===== src/rtl/dtg_pkg.sv =====
`timescale 1ns/1ps
package dtg_pkg;

    localparam int ADDR_W = 4;
    localparam int DATA_W = 8;

    localparam int HA_W = 7;
    localparam int HB_W = 5;
    localparam int HS_W = 5;
    localparam int HW_W = 4;
    localparam int VA_W = 10;
    localparam int VB_W = 6;
    localparam int VS_W = 6;
    localparam int VW_W = 3;

    localparam logic [ADDR_W-1:0] A_HACT   = 4'd0;
    localparam logic [ADDR_W-1:0] A_HBLK   = 4'd1;
    localparam logic [ADDR_W-1:0] A_HSOFF  = 4'd2;
    localparam logic [ADDR_W-1:0] A_HSCTL  = 4'd3;
    localparam logic [ADDR_W-1:0] A_VACTLO = 4'd4;
    localparam logic [ADDR_W-1:0] A_VACTHI = 4'd5;
    localparam logic [ADDR_W-1:0] A_VBLK   = 4'd6;
    localparam logic [ADDR_W-1:0] A_VSOFF  = 4'd7;
    localparam logic [ADDR_W-1:0] A_VSCTL  = 4'd8;

    typedef enum logic [0:0] {
        SEG_ACTIVE = 1'b0,
        SEG_BLANK  = 1'b1
    } seg_state_e;

    typedef struct packed {
        logic [HA_W-1:0] h_act;
        logic [HB_W-1:0] h_blk;
        logic [HS_W-1:0] hs_off;
        logic [HW_W-1:0] hs_wid;
        logic            pol_crt_h;
        logic            pol_lcd_h;
        logic [VA_W-1:0] v_act;
        logic [VB_W-1:0] v_blk;
        logic [VS_W-1:0] vs_off;
        logic [VW_W-1:0] vs_wid;
        logic            pol_crt_v;
        logic            pol_lcd_v;
    } timing_cfg_t;

endpackage


===== src/rtl/dtg_regfile.sv =====
`timescale 1ns/1ps
module dtg_regfile
    import dtg_pkg::*;
(
    input  logic              clk,
    input  logic              rst,
    input  logic              wr_en,
    input  logic [ADDR_W-1:0] wr_addr,
    input  logic [DATA_W-1:0] wr_data,
    input  logic [ADDR_W-1:0] rd_addr,
    input  logic              frame_start,
    input  logic              vnd_flag,
    output logic [DATA_W-1:0] rd_data,
    output timing_cfg_t       live_cfg
);

    timing_cfg_t pend_q;
    timing_cfg_t live_q;

    // pending copy: written any time
    always_ff @(posedge clk) begin
        if (rst) begin
            pend_q <= '0;
        end else if (wr_en) begin
            case (wr_addr)
                A_HACT:   pend_q.h_act <= wr_data[HA_W-1:0];
                A_HBLK:   pend_q.h_blk <= wr_data[HB_W-1:0];
                A_HSOFF:  pend_q.hs_off <= wr_data[HS_W-1:0];
                A_HSCTL: begin
                    pend_q.hs_wid    <= wr_data[HW_W-1:0];
                    pend_q.pol_lcd_h <= wr_data[6];
                    pend_q.pol_crt_h <= wr_data[7];
                end
                A_VACTLO: pend_q.v_act[7:0] <= wr_data;
                A_VACTHI: pend_q.v_act[VA_W-1:8] <= wr_data[VA_W-9:0];
                A_VBLK:   pend_q.v_blk <= wr_data[VB_W-1:0];
                A_VSOFF:  pend_q.vs_off <= wr_data[VS_W-1:0];
                A_VSCTL: begin
                    pend_q.vs_wid    <= wr_data[VW_W-1:0];
                    pend_q.pol_lcd_v <= wr_data[6];
                    pend_q.pol_crt_v <= wr_data[7];
                end
                default: ;
            endcase
        end
    end

    // live copy: follows the pending copy only at a frame boundary
    always_ff @(posedge clk) begin
        if (rst) begin
            live_q <= '0;
        end else if (frame_start) begin
            live_q <= pend_q;
        end
    end

    assign live_cfg = live_q;

    always_comb begin
        rd_data = '0;
        case (rd_addr)
            A_HACT:   rd_data[HA_W-1:0] = pend_q.h_act;
            A_HBLK:   rd_data[HB_W-1:0] = pend_q.h_blk;
            A_HSOFF:  rd_data[HS_W-1:0] = pend_q.hs_off;
            A_HSCTL:  rd_data = {pend_q.pol_crt_h, pend_q.pol_lcd_h, 2'b00, pend_q.hs_wid};
            A_VACTLO: rd_data = pend_q.v_act[7:0];
            A_VACTHI: rd_data[VA_W-9:0] = pend_q.v_act[VA_W-1:8];
            A_VBLK:   rd_data = {vnd_flag, 1'b0, pend_q.v_blk};
            A_VSOFF:  rd_data[VS_W-1:0] = pend_q.vs_off;
            A_VSCTL:  rd_data = {pend_q.pol_crt_v, pend_q.pol_lcd_v, 3'b000, pend_q.vs_wid};
            default:  rd_data = '0;
        endcase
    end

endmodule


===== src/rtl/dtg_axis.sv =====
`timescale 1ns/1ps
module dtg_axis
    import dtg_pkg::*;
#(
    parameter int CNT_W = 12
) (
    input  logic             clk,
    input  logic             rst,
    input  logic             step,
    input  logic [CNT_W-1:0] act_len,
    input  logic [CNT_W-1:0] tot_len,
    output logic [CNT_W-1:0] pos,
    output seg_state_e       state,
    output logic             wrap
);

    localparam logic [CNT_W-1:0] ONE = CNT_W'(1);

    seg_state_e       state_q, state_d;
    logic [CNT_W-1:0] pos_q, pos_d;
    logic             at_act_end;
    logic             at_tot_end;

    assign at_act_end = (pos_q == act_len - ONE);
    assign at_tot_end = (pos_q == tot_len - ONE);

    // state register
    always_ff @(posedge clk) begin
        if (rst) begin
            state_q <= SEG_ACTIVE;
            pos_q   <= '0;
        end else begin
            state_q <= state_d;
            pos_q   <= pos_d;
        end
    end

    // next state: ACT_DONE and WRAP
    always_comb begin
        state_d = state_q;
        pos_d   = pos_q;
        if (step) begin
            unique case (state_q)
                SEG_ACTIVE: begin
                    pos_d = pos_q + ONE;
                    if (at_act_end) begin
                        state_d = SEG_BLANK;
                    end
                end
                SEG_BLANK: begin
                    if (at_tot_end) begin
                        pos_d   = '0;
                        state_d = SEG_ACTIVE;
                    end else begin
                        pos_d = pos_q + ONE;
                    end
                end
            endcase
        end
    end

    // outputs
    always_comb begin
        pos   = pos_q;
        state = state_q;
        wrap  = step && (state_q == SEG_BLANK) && at_tot_end;
    end

endmodule


===== src/rtl/dtg_pulse.sv =====
`timescale 1ns/1ps
module dtg_pulse #(
    parameter int CNT_W = 12
) (
    input  logic [CNT_W-1:0] pos,
    input  logic [CNT_W-1:0] begin_pos,
    input  logic [CNT_W-1:0] len,
    input  logic             pol_crt,
    input  logic             pol_lcd,
    output logic             window,
    output logic             crt_out,
    output logic             lcd_out
);

    logic [CNT_W:0] end_pos;

    assign end_pos = {1'b0, begin_pos} + {1'b0, len};

    always_comb begin
        window  = (pos >= begin_pos) && ({1'b0, pos} < end_pos);
        crt_out = window ^ pol_crt;
        lcd_out = window ^ pol_lcd;
    end

endmodule


===== src/rtl/disp_timing_gen.sv =====
`timescale 1ns/1ps
module disp_timing_gen
    import dtg_pkg::*;
#(
    parameter int CNT_W = 12
) (
    input  logic              clk,
    input  logic              rst,
    input  logic              wr_en,
    input  logic [ADDR_W-1:0] wr_addr,
    input  logic [DATA_W-1:0] wr_data,
    input  logic [ADDR_W-1:0] rd_addr,
    output logic [DATA_W-1:0] rd_data,
    output logic [CNT_W-1:0]  pix_x,
    output logic [CNT_W-1:0]  line_y,
    output logic              de,
    output logic              hblank,
    output logic              vblank,
    output logic              crt_hsync,
    output logic              crt_vsync,
    output logic              lcd_line,
    output logic              lcd_frame,
    output logic              vnd_status
);

    localparam logic [CNT_W-1:0] UNIT8 = CNT_W'(8);
    localparam logic [CNT_W-1:0] ONE   = CNT_W'(1);
    localparam logic [CNT_W-1:0] PULL2 = CNT_W'(6);

    timing_cfg_t      cfg;
    seg_state_e       h_state, v_state;
    logic             h_wrap, v_wrap, frame_start;
    logic [CNT_W-1:0] h_pos, v_pos;
    logic [CNT_W-1:0] h_act_len, h_tot_len, hs_begin, hs_len;
    logic [CNT_W-1:0] v_act_len, v_tot_len, vs_begin, vs_len;
    logic             hs_win, vs_win;
    logic             hs_crt, hs_lcd, vs_crt, vs_lcd;

    assign frame_start = h_wrap && v_wrap;

    dtg_regfile regs_i (
        .clk        (clk),
        .rst        (rst),
        .wr_en      (wr_en),
        .wr_addr    (wr_addr),
        .wr_data    (wr_data),
        .rd_addr    (rd_addr),
        .frame_start(frame_start),
        .vnd_flag   (v_state == SEG_BLANK),
        .rd_data    (rd_data),
        .live_cfg   (cfg)
    );

    // decoded lengths: horizontal in 8-pixel units, vertical in lines
    always_comb begin
        h_act_len = CNT_W'({cfg.h_act, 3'b000}) + UNIT8;
        h_tot_len = h_act_len + CNT_W'({cfg.h_blk, 3'b000}) + UNIT8;
        hs_begin  = h_act_len + CNT_W'({cfg.hs_off, 3'b000}) + PULL2;
        hs_len    = CNT_W'({cfg.hs_wid, 3'b000}) + UNIT8;
        v_act_len = CNT_W'(cfg.v_act) + ONE;
        v_tot_len = v_act_len + CNT_W'(cfg.v_blk) + ONE;
        vs_begin  = v_act_len + CNT_W'(cfg.vs_off) + ONE;
        vs_len    = CNT_W'(cfg.vs_wid) + ONE;
    end

    dtg_axis #(.CNT_W(CNT_W)) h_axis_i (
        .clk    (clk),
        .rst    (rst),
        .step   (1'b1),
        .act_len(h_act_len),
        .tot_len(h_tot_len),
        .pos    (h_pos),
        .state  (h_state),
        .wrap   (h_wrap)
    );

    dtg_axis #(.CNT_W(CNT_W)) v_axis_i (
        .clk    (clk),
        .rst    (rst),
        .step   (h_wrap),
        .act_len(v_act_len),
        .tot_len(v_tot_len),
        .pos    (v_pos),
        .state  (v_state),
        .wrap   (v_wrap)
    );

    dtg_pulse #(.CNT_W(CNT_W)) h_pulse_i (
        .pos      (h_pos),
        .begin_pos(hs_begin),
        .len      (hs_len),
        .pol_crt  (cfg.pol_crt_h),
        .pol_lcd  (cfg.pol_lcd_h),
        .window   (hs_win),
        .crt_out  (hs_crt),
        .lcd_out  (hs_lcd)
    );

    dtg_pulse #(.CNT_W(CNT_W)) v_pulse_i (
        .pos      (v_pos),
        .begin_pos(vs_begin),
        .len      (vs_len),
        .pol_crt  (cfg.pol_crt_v),
        .pol_lcd  (cfg.pol_lcd_v),
        .window   (vs_win),
        .crt_out  (vs_crt),
        .lcd_out  (vs_lcd)
    );

    always_comb begin
        pix_x      = h_pos;
        line_y     = v_pos;
        hblank     = (h_state == SEG_BLANK);
        vblank     = (v_state == SEG_BLANK);
        de         = (h_state == SEG_ACTIVE) && (v_state == SEG_ACTIVE);
        vnd_status = (v_state == SEG_BLANK);
        crt_hsync  = hs_crt;
        lcd_line   = hs_lcd;
        crt_vsync  = vs_crt;
        lcd_frame  = vs_lcd;
    end

endmodule


===== config.mk =====
export PLATFORM = sky130hd
export DESIGN_NAME = disp_timing_gen
export DESIGN_NICKNAME = d
export VERILOG_FILES = /design/src/rtl/dtg_pkg.sv /design/src/rtl/dtg_regfile.sv /design/src/rtl/dtg_axis.sv /design/src/rtl/dtg_pulse.sv /design/src/rtl/disp_timing_gen.sv
export SDC_FILE = /design/constraint.sdc
export NUM_CORES = 1
export LEC_CHECK = 0
export BUFFER_PORTS_ARGS = -buffer_cell sky130_fd_sc_hd__buf_4
export CAP_MARGIN = 20
export CORE_MARGIN = 4
export CORE_UTILIZATION = 45
export DETAILED_ROUTE_END_ITERATION = 7
export GPL_TIMING_DRIVEN = 1
export SLEW_MARGIN = 15
export SYNTH_ARGS = -nofsm -noshare
export SYNTH_HDL_FRONTEND = slang
export SYNTH_SLANG_ARGS = --single-unit

===== constraint.sdc =====
create_clock -name clk -period 6.5 [get_ports clk]
set_input_delay 0.65 -clock clk [delete_from_list [all_inputs] [get_ports clk]]
set_output_delay 0.65 -clock clk [all_outputs]
set_load 0.02 [all_outputs]

==> run_results.csv, run 1 <==
group,metric,value,unit
cells_and_area,diodes,0,
synthesis,synth_edf_count,0,
global_route,antenna_found_initial,0,
die,die_x,150,um
die,fp.dieH,150,um
sta,setup_viol,0,
pwr,p_sw,0.000477,W
sta,fmax,0.167,GHz
sta,finalClockSkew,0.0139,ns
synthesis,ys_warn_count,0,
routing,vias,8007,
status,status,"completed",
synthesis,netlist_area,0.00913,mm2
worst_hold_path,hold_start,"regs_i.live_cfg[5]",
worst_hold_path,hold_path_end,"regs_i.live_cfg[5]",
global_route,grt_use_total,22.4,%
synthesis,synth_seq_cells,126,
pwr,power.internal,0.00140,W
sta,worst_pin_slew,1.09,ns
cts,cts_buffer_depth,2,
setup_path,criticalPathCategory,"reg2out",
routing,drc,0,
routing,drtPass1Iterations,5,
synthesis,synthCells,1120,
die,initial_core_util,46.3,%
global_route,overflow,0,
cts,cts_tree,"built",
cells_and_area,synthToLayoutAreaGrowth,12.3,%
setup_path,cpMostUsedCell,"a21oi_1",
setup_path,arrival,5.35,ns
pwr,clock_power_share,51.5,%
pwr,vdd.ir_drop.worst,0.000163,V
routing,antenna_left,0,
cts,htreeDepth,4,
cts,numCtsBuffers,17,
setup_path,cp-start-kind,"flip-flop",
pwr,p_leak,4.16,nW
pwr,report.power.total,0.00188,W
sta,slew_headroom,27.2,%
setup_path,worstPathCellList,"ha_1 > xor2_1 > ha_1 > a21o_1 > a21oi_1 > o21bai_1 > a21oi_1 > xnor2_1 > or3b_2 > xnor2_1 > ha_1 > a21o_1 > a21oi_1 > nand2b_1 > o211ai_1 > a21oi_1 > a221oi_2 > xor2_1 > buf_4",
cts,clkSinkCount,126,
cells_and_area,postLayoutCellArea,0.0103,mm2
cts,cts_hold_buf,0,
setup_path,path_buf_inv,1,
setup_path,critPathMaxStageDelay,0.53,ns
cells_and_area,num-nets-final,1238,
sta,whs,0.481,ns
cts,clk_pin_slew,0.06,ns
cells_and_area,drive_above_1_share,10.3,%
synthesis,ys_seq_area_share,27.6,%
cells_and_area,mostFrequentLayoutCells,"126 x dfxtp_1, 108 x nor2_1, 91 x nand3_1",
pwr,powerDensity,183,mW/mm2
cts,clk_latency,0.42,ns
worst_hold_path,hold_path_depth,2,
synthesis,synth.distinct_cells,76,
cts,post_cts_buffers,0,
placed_design,numPortBuffers,58,
sta,fin_setup_tns,0,ns
setup_path,slowest_stage,"or3b_2",
die,fp.dieArea,0.0226,mm2
placed_design,gp_congestion,0.817,
placed_design,placed_area,0.00965,mm2
die,coreArea,0.0197,mm2
sta,fin_crit,6.00,ns
routing,wl_per_cell,17.6,um
setup_path,cp_top_family,"compound AO/OA/AOI/OAI gates",
synthesis,synth-async-reset-ratio,0,%
sta,min_period_over_period,92.4,%
flow_run,maxCapViolations,0,
setup_path,reg2reg_depth,12,
synthesis,syn_area_per_cell,8.15,um2
sta,hold_violations,0,
pwr,p_seq_share,42.4,%
setup_path,worstReg2RegStart,"regs_i.live_cfg[19]",
pwr,combPwrFrac,6.0,%
placed_design,dp_hpwl,18000,um
cts,cts_root_buffer,"clkbuf_16",
setup_path,critPathCaptureType,"output pin",
global_route,grt_pass1_vias,7299,
pwr,p_sw_share,25.5,%
setup_path,crit_path_max_fanout,11,
routing,via_per_inst,5.68,
setup_path,reg2reg_slack,2.13,ns
global_route,grt_max_degree,104,
global_route,grt_pass1_wl,40200,um
sta,rsz0062_at_grt,"no",
setup_path,worstReg2RegEnd,"regs_i.live_cfg[11]",
worst_hold_path,timing.hold.worst.class,"reg2reg",
setup_path,cp.required,5.85,ns
die,rows,51,
sta,finalMaxSlewViolations,0,
routing,drt_iter0_markers,463,
die,pin_count,59,
routing,wl,24900,um
cells_and_area,final_common_cell,"dfxtp_1",
synthesis,synth_ff_type,"dfxtp_1",
[cell families (layout without fill, tap and decap cells)]
| family | Yosys count | after routing | share of synthesized area [%] |
|---|---|---|---|
| AOI/OAI and AO/OA | 272 | 272 | 18.0 |
| xor gates and xnor gates | 99 | 99 | 10.0 |
| adders and majority gates | 87 | 87 | 12.4 |
| buffers and inverters | 127 | 150 | 5.76 |
| DFF | 126 | 126 | 27.6 |
| muxes | 64 | 64 | 7.35 |
| other | 1 | 3 | 0.0411 |
| and+or+nand+nor | 344 | 344 | 18.8 |
[tightest hold or removal path: cells and delay by family (launching register included)]
| family | cells | cell delay [ns] |
|---|---|---|
| flip-flops | 1 | 0.31 |
| AO/OA/AOI/OAI | 2 | 0.13 |
[power groups by stage]
| stage | Combinational, W | Clock [W] | Sequential [W] |
|---|---|---|---|
| 3_5_place_dp | 0.000112 | 0 | 0.000813 |
| 3_3_place_gp | 0.000111 | 0 | 0.000813 |
| 2_1_floorplan | 0.0000748 | 0 | 0.000809 |
| 4_1_cts | 0.000112 | 0.000982 | 0.000796 |
| 5_1_grt | 0.000124 | 0.00102 | 0.000797 |
| 6_report | 0.000113 | 0.000966 | 0.000796 |
[cells in the mapped netlist (all sizes together) (12+ instances only)]
library cell | number | area (um2)
nor3 | 14 | 75.1
nand3 | 92 | 465
ha | 81 | 1010
xor2 | 34 | 298
o21ai | 86 | 430
a21oi | 86 | 430
mux2i | 58 | 581
nor2 | 109 | 417
clkbuf | 51 | 191
inv | 53 | 199
a211oi | 16 | 120
buf | 22 | 131
nand2 | 39 | 149
a21o | 12 | 90.1
dfxtp | 126 | 2520
xnor2 | 63 | 571
nor2b | 13 | 81.3
[sequential cells by signal, summed over array words and instances, names as in the netlist]
register and count:
regs_i.live_cfg 50, v_axis_i.pos 12, regs_i.pend_q 50, v_axis_i.state 1, h_axis_i.pos 12, h_axis_i.state 1
[area by class of cell]
class,count,area [um2]
Clock buffer,18,429
Clock inverter,14,155
Fill cell,1912,9470
Inverter,54,203
Multi-Input combinational cell,869,6130
Sequential cell,126,2520
Tap cell,265,332
Timing Repair Buffer,64,480
[what timing repair did]
| action | CTS | global route |
|---|---|---|
| endpoints found under the setup margin | 0 | 2 |
| endpoints found under the hold margin | 0 | 0 |
| resized for setup | 0 | 2 |
[stage by stage]
step / std cells / utilization [%] / setup WS, ns
2_1_floorplan: 1122 / - / 1.41
6_report: 1410 / 52.0 / 0.497
5_1_grt: 1410 / 52.0 / 0.0670
4_1_cts: 1410 / 51.9 / 0.283
3_5_place_dp: 1378 / 49.0 / 0.734
3_3_place_gp: 1378 / 49.0 / 0.950
[per-layer routing]
metal,up-vias,track usage [%],share of wire (%)
met1,3799,33.6,50
met5,-,0,0
li1,4018,-,-
met4,0,5.03,1.2
met3,23,3.79,4.1
met2,167,33.4,44
[how the worst max path moves through the flow]
stage | from | end | slack, ns | depth (start not counted)
2_1_floorplan | regs_i.live_cfg[17] | crt_vsync | 1.41 | 19
3_3_place_gp | regs_i.live_cfg[17] | crt_vsync | 0.95 | 19
3_5_place_dp | regs_i.live_cfg[17] | crt_vsync | 0.73 | 19
4_1_cts | regs_i.live_cfg[17] | crt_vsync | 0.28 | 19
5_1_grt | regs_i.live_cfg[43] | lcd_line | 0.07 | 20
6_report | regs_i.live_cfg[17] | crt_vsync | 0.50 | 19
No activity file was read; power rests on OpenSTA's default activity.
==> inputs of run 2 (changes only) <==
--- a/config.mk
+++ b/config.mk
@@ -5,9 +5,10 @@
 export SDC_FILE = /design/constraint.sdc
 export NUM_CORES = 1
 export LEC_CHECK = 0
+export ABC_AREA = 0
 export BUFFER_PORTS_ARGS = -buffer_cell sky130_fd_sc_hd__buf_4
 export CAP_MARGIN = 20
-export CORE_MARGIN = 4
+export CORE_MARGIN = 2
 export CORE_UTILIZATION = 45
 export DETAILED_ROUTE_END_ITERATION = 7
 export GPL_TIMING_DRIVEN = 1
==> run 2 against run 1 <==
Global-route usage grew 1.2 points. Non-clock buffer count is the same. Largest power group unchanged. Critical path depth unchanged.
==> run_results.csv, run 2 (same netlist as run 1, synthesis figures left out) <==
group,metric,value,unit
sta,min_period_over_period,92.1,%
sta,finalClockSkew,0.00972,ns
die,fp.dieH,146,um
placed_design,dp_hpwl,17700,um
global_route,grt_use_total,23.5,%
cts,post_cts_buffers,0,
routing,wl_per_cell,17.4,um
setup_path,cp.required,5.85,ns
pwr,p_leak,4.15,nW
cts,numCtsBuffers,17,
sta,fin_setup_tns,0,ns
cells_and_area,num-nets-final,1238,
sta,rsz0062_at_grt,"no",
cts,clk_pin_slew,0.06,ns
global_route,grt_max_degree,104,
cts,clkSinkCount,126,
global_route,grt_pass1_vias,7629,
routing,vias,7995,
routing,wl,24700,um
sta,finalMaxSlewViolations,0,
setup_path,reg2reg_slack,2.05,ns
setup_path,startpoint,"regs_i.live_cfg[17]",
sta,fin_crit,5.99,ns
cts,clk_latency,0.43,ns
cts,cts_root_buffer,"clkbuf_16",
sta,worst_pin_slew,1.11,ns
placed_design,numPortBuffers,58,
die,die_x,146,um
sta,whs,0.476,ns
setup_path,crit_path_max_fanout,11,
setup_path,reg2reg_depth,12,
sta,setup_viol,0,
cells_and_area,synthToLayoutAreaGrowth,12.3,%
die,rows,52,
worst_hold_path,timing.hold.worst.class,"reg2reg",
setup_path,arrival,5.34,ns
cts,cts_hold_buf,0,
setup_path,cp-start-kind,"flip-flop",
placed_design,pre_cts_ws,0.796,ns
setup_path,criticalPathCategory,"reg2out",
sta,hold_violations,0,
status,status,"completed",
sta,fin_ws,0.513,ns
setup_path,worstReg2RegEnd,"regs_i.live_cfg[24]",
cells_and_area,mostFrequentLayoutCells,"126 x dfxtp_1, 108 x nor2_1, 91 x nand3_1",
global_route,antenna_found_initial,0,
global_route,grt_pass1_wl,40800,um
global_route,overflow,0,
setup_path,endpoint,"crt_vsync",
die,fp.dieArea,0.0214,mm2
die,coreArea,0.0201,mm2
sta,slew_headroom,26.3,%
cells_and_area,diodes,0,
cts,cts_resized,0,
pwr,powerDensity,183,mW/mm2
die,pin_count,59,
routing,drt_iter0_markers,573,
cells_and_area,drive_above_1_share,10.1,%
setup_path,worstReg2RegStart,"regs_i.live_cfg[17]",
routing,drc,0,
cts,cts_buffer_depth,2,
cells_and_area,final_common_cell,"dfxtp_1",
cts,cts_tree,"built",
routing,antenna_left,0,
cts,htreeDepth,4,
die,initial_core_util,45.4,%
placed_design,gp_congestion,0.857,
setup_path,critPathCaptureType,"output pin",
pwr,vdd.ir_drop.worst,0.000193,V
routing,drtPass1Iterations,5,
flow_run,maxCapViolations,0,
routing,via_per_inst,5.65,
sta,fmax,0.167,GHz
-- run 2: changes by cell type in the layout (fill, tap and decap cells not counted) --
cell      before  now
xnor2_1       61   62
inv_6          6    7
clkinv_2       2    0
xnor2_2        1    0
-- run 2: how the worst min path moves through the flow --
stage	startpoint	endpoint	slack, ns	cells past startpoint
final	regs_i.live_cfg[29]	regs_i.live_cfg[29]	0.48	2
after global routing	h_axis_i.pos[0]	h_axis_i.pos[0]	0.50	1
after CTS	regs_i.live_cfg[29]	regs_i.live_cfg[29]	0.47	2
after detailed placement	regs_i.live_cfg[29]	regs_i.live_cfg[29]	0.47	2
after global placement	regs_i.live_cfg[2]	regs_i.live_cfg[2]	0.46	2
after floorplan	regs_i.live_cfg[29]	regs_i.live_cfg[29]	0.45	2
-- run 2: power by group --
part	internal [W]	total [W]	switching, W
Combinational	0.0000459	0.000113	0.0000673
Clock	0.000572	0.000963	0.000391
Sequential	0.000780	0.000796	0.0000159
-- run 2: area by class of cell --
| class | count | area [um2] |
|---|---|---|
| fillers | 1960 | 9860 |
| clock buffers | 18 | 429 |
| multi-input cells | 869 | 6120 |
| well taps | 270 | 338 |
| flip-flops and latches | 126 | 2520 |
| inverters | 54 | 203 |
| repair buffers | 64 | 480 |
| clock inverters | 13 | 154 |
-- run 2: per-stage QoR --
step / cells / instance area (um2) / util, % / power, W
2_1_floorplan: 1122 / 9140 / - / 0.000883
3_3_place_gp: 1383 / 9660 / 48.0 / 0.000923
3_5_place_dp: 1383 / 9660 / 48.0 / 0.000925
4_1_cts: 1414 / 10200 / 50.9 / 0.00189
5_1_grt: 1414 / 10200 / 51.0 / 0.00194
6_report: 1414 / 10200 / 51.0 / 0.00187
-- run 2: critical path: stages, from the launching register on --
cell	delay, ns
dfxtp_1	0.52
ha_1	0.42
xor2_1	0.28
ha_1	0.32
a21o_1	0.20
a21oi_1	0.21
o21bai_1	0.10
a21oi_1	0.27
xnor2_1	0.19
or3b_2	0.53
xnor2_1	0.15
ha_1	0.30
a21o_1	0.16
a21oi_1	0.19
nand2b_1	0.08
o211ai_1	0.16
a21oi_1	0.11
a221oi_2	0.39
xor2_1	0.18
buf_4	0.16
-- run 2: layer usage --
metal  routed length, um  track usage, %  vias up
met5                   0               0        -
met4                 228            5.39        0
met3                1150            3.47       15
met2               10900            36.6      195
met1               12400            34.5     3764
li1                    -               -     4021
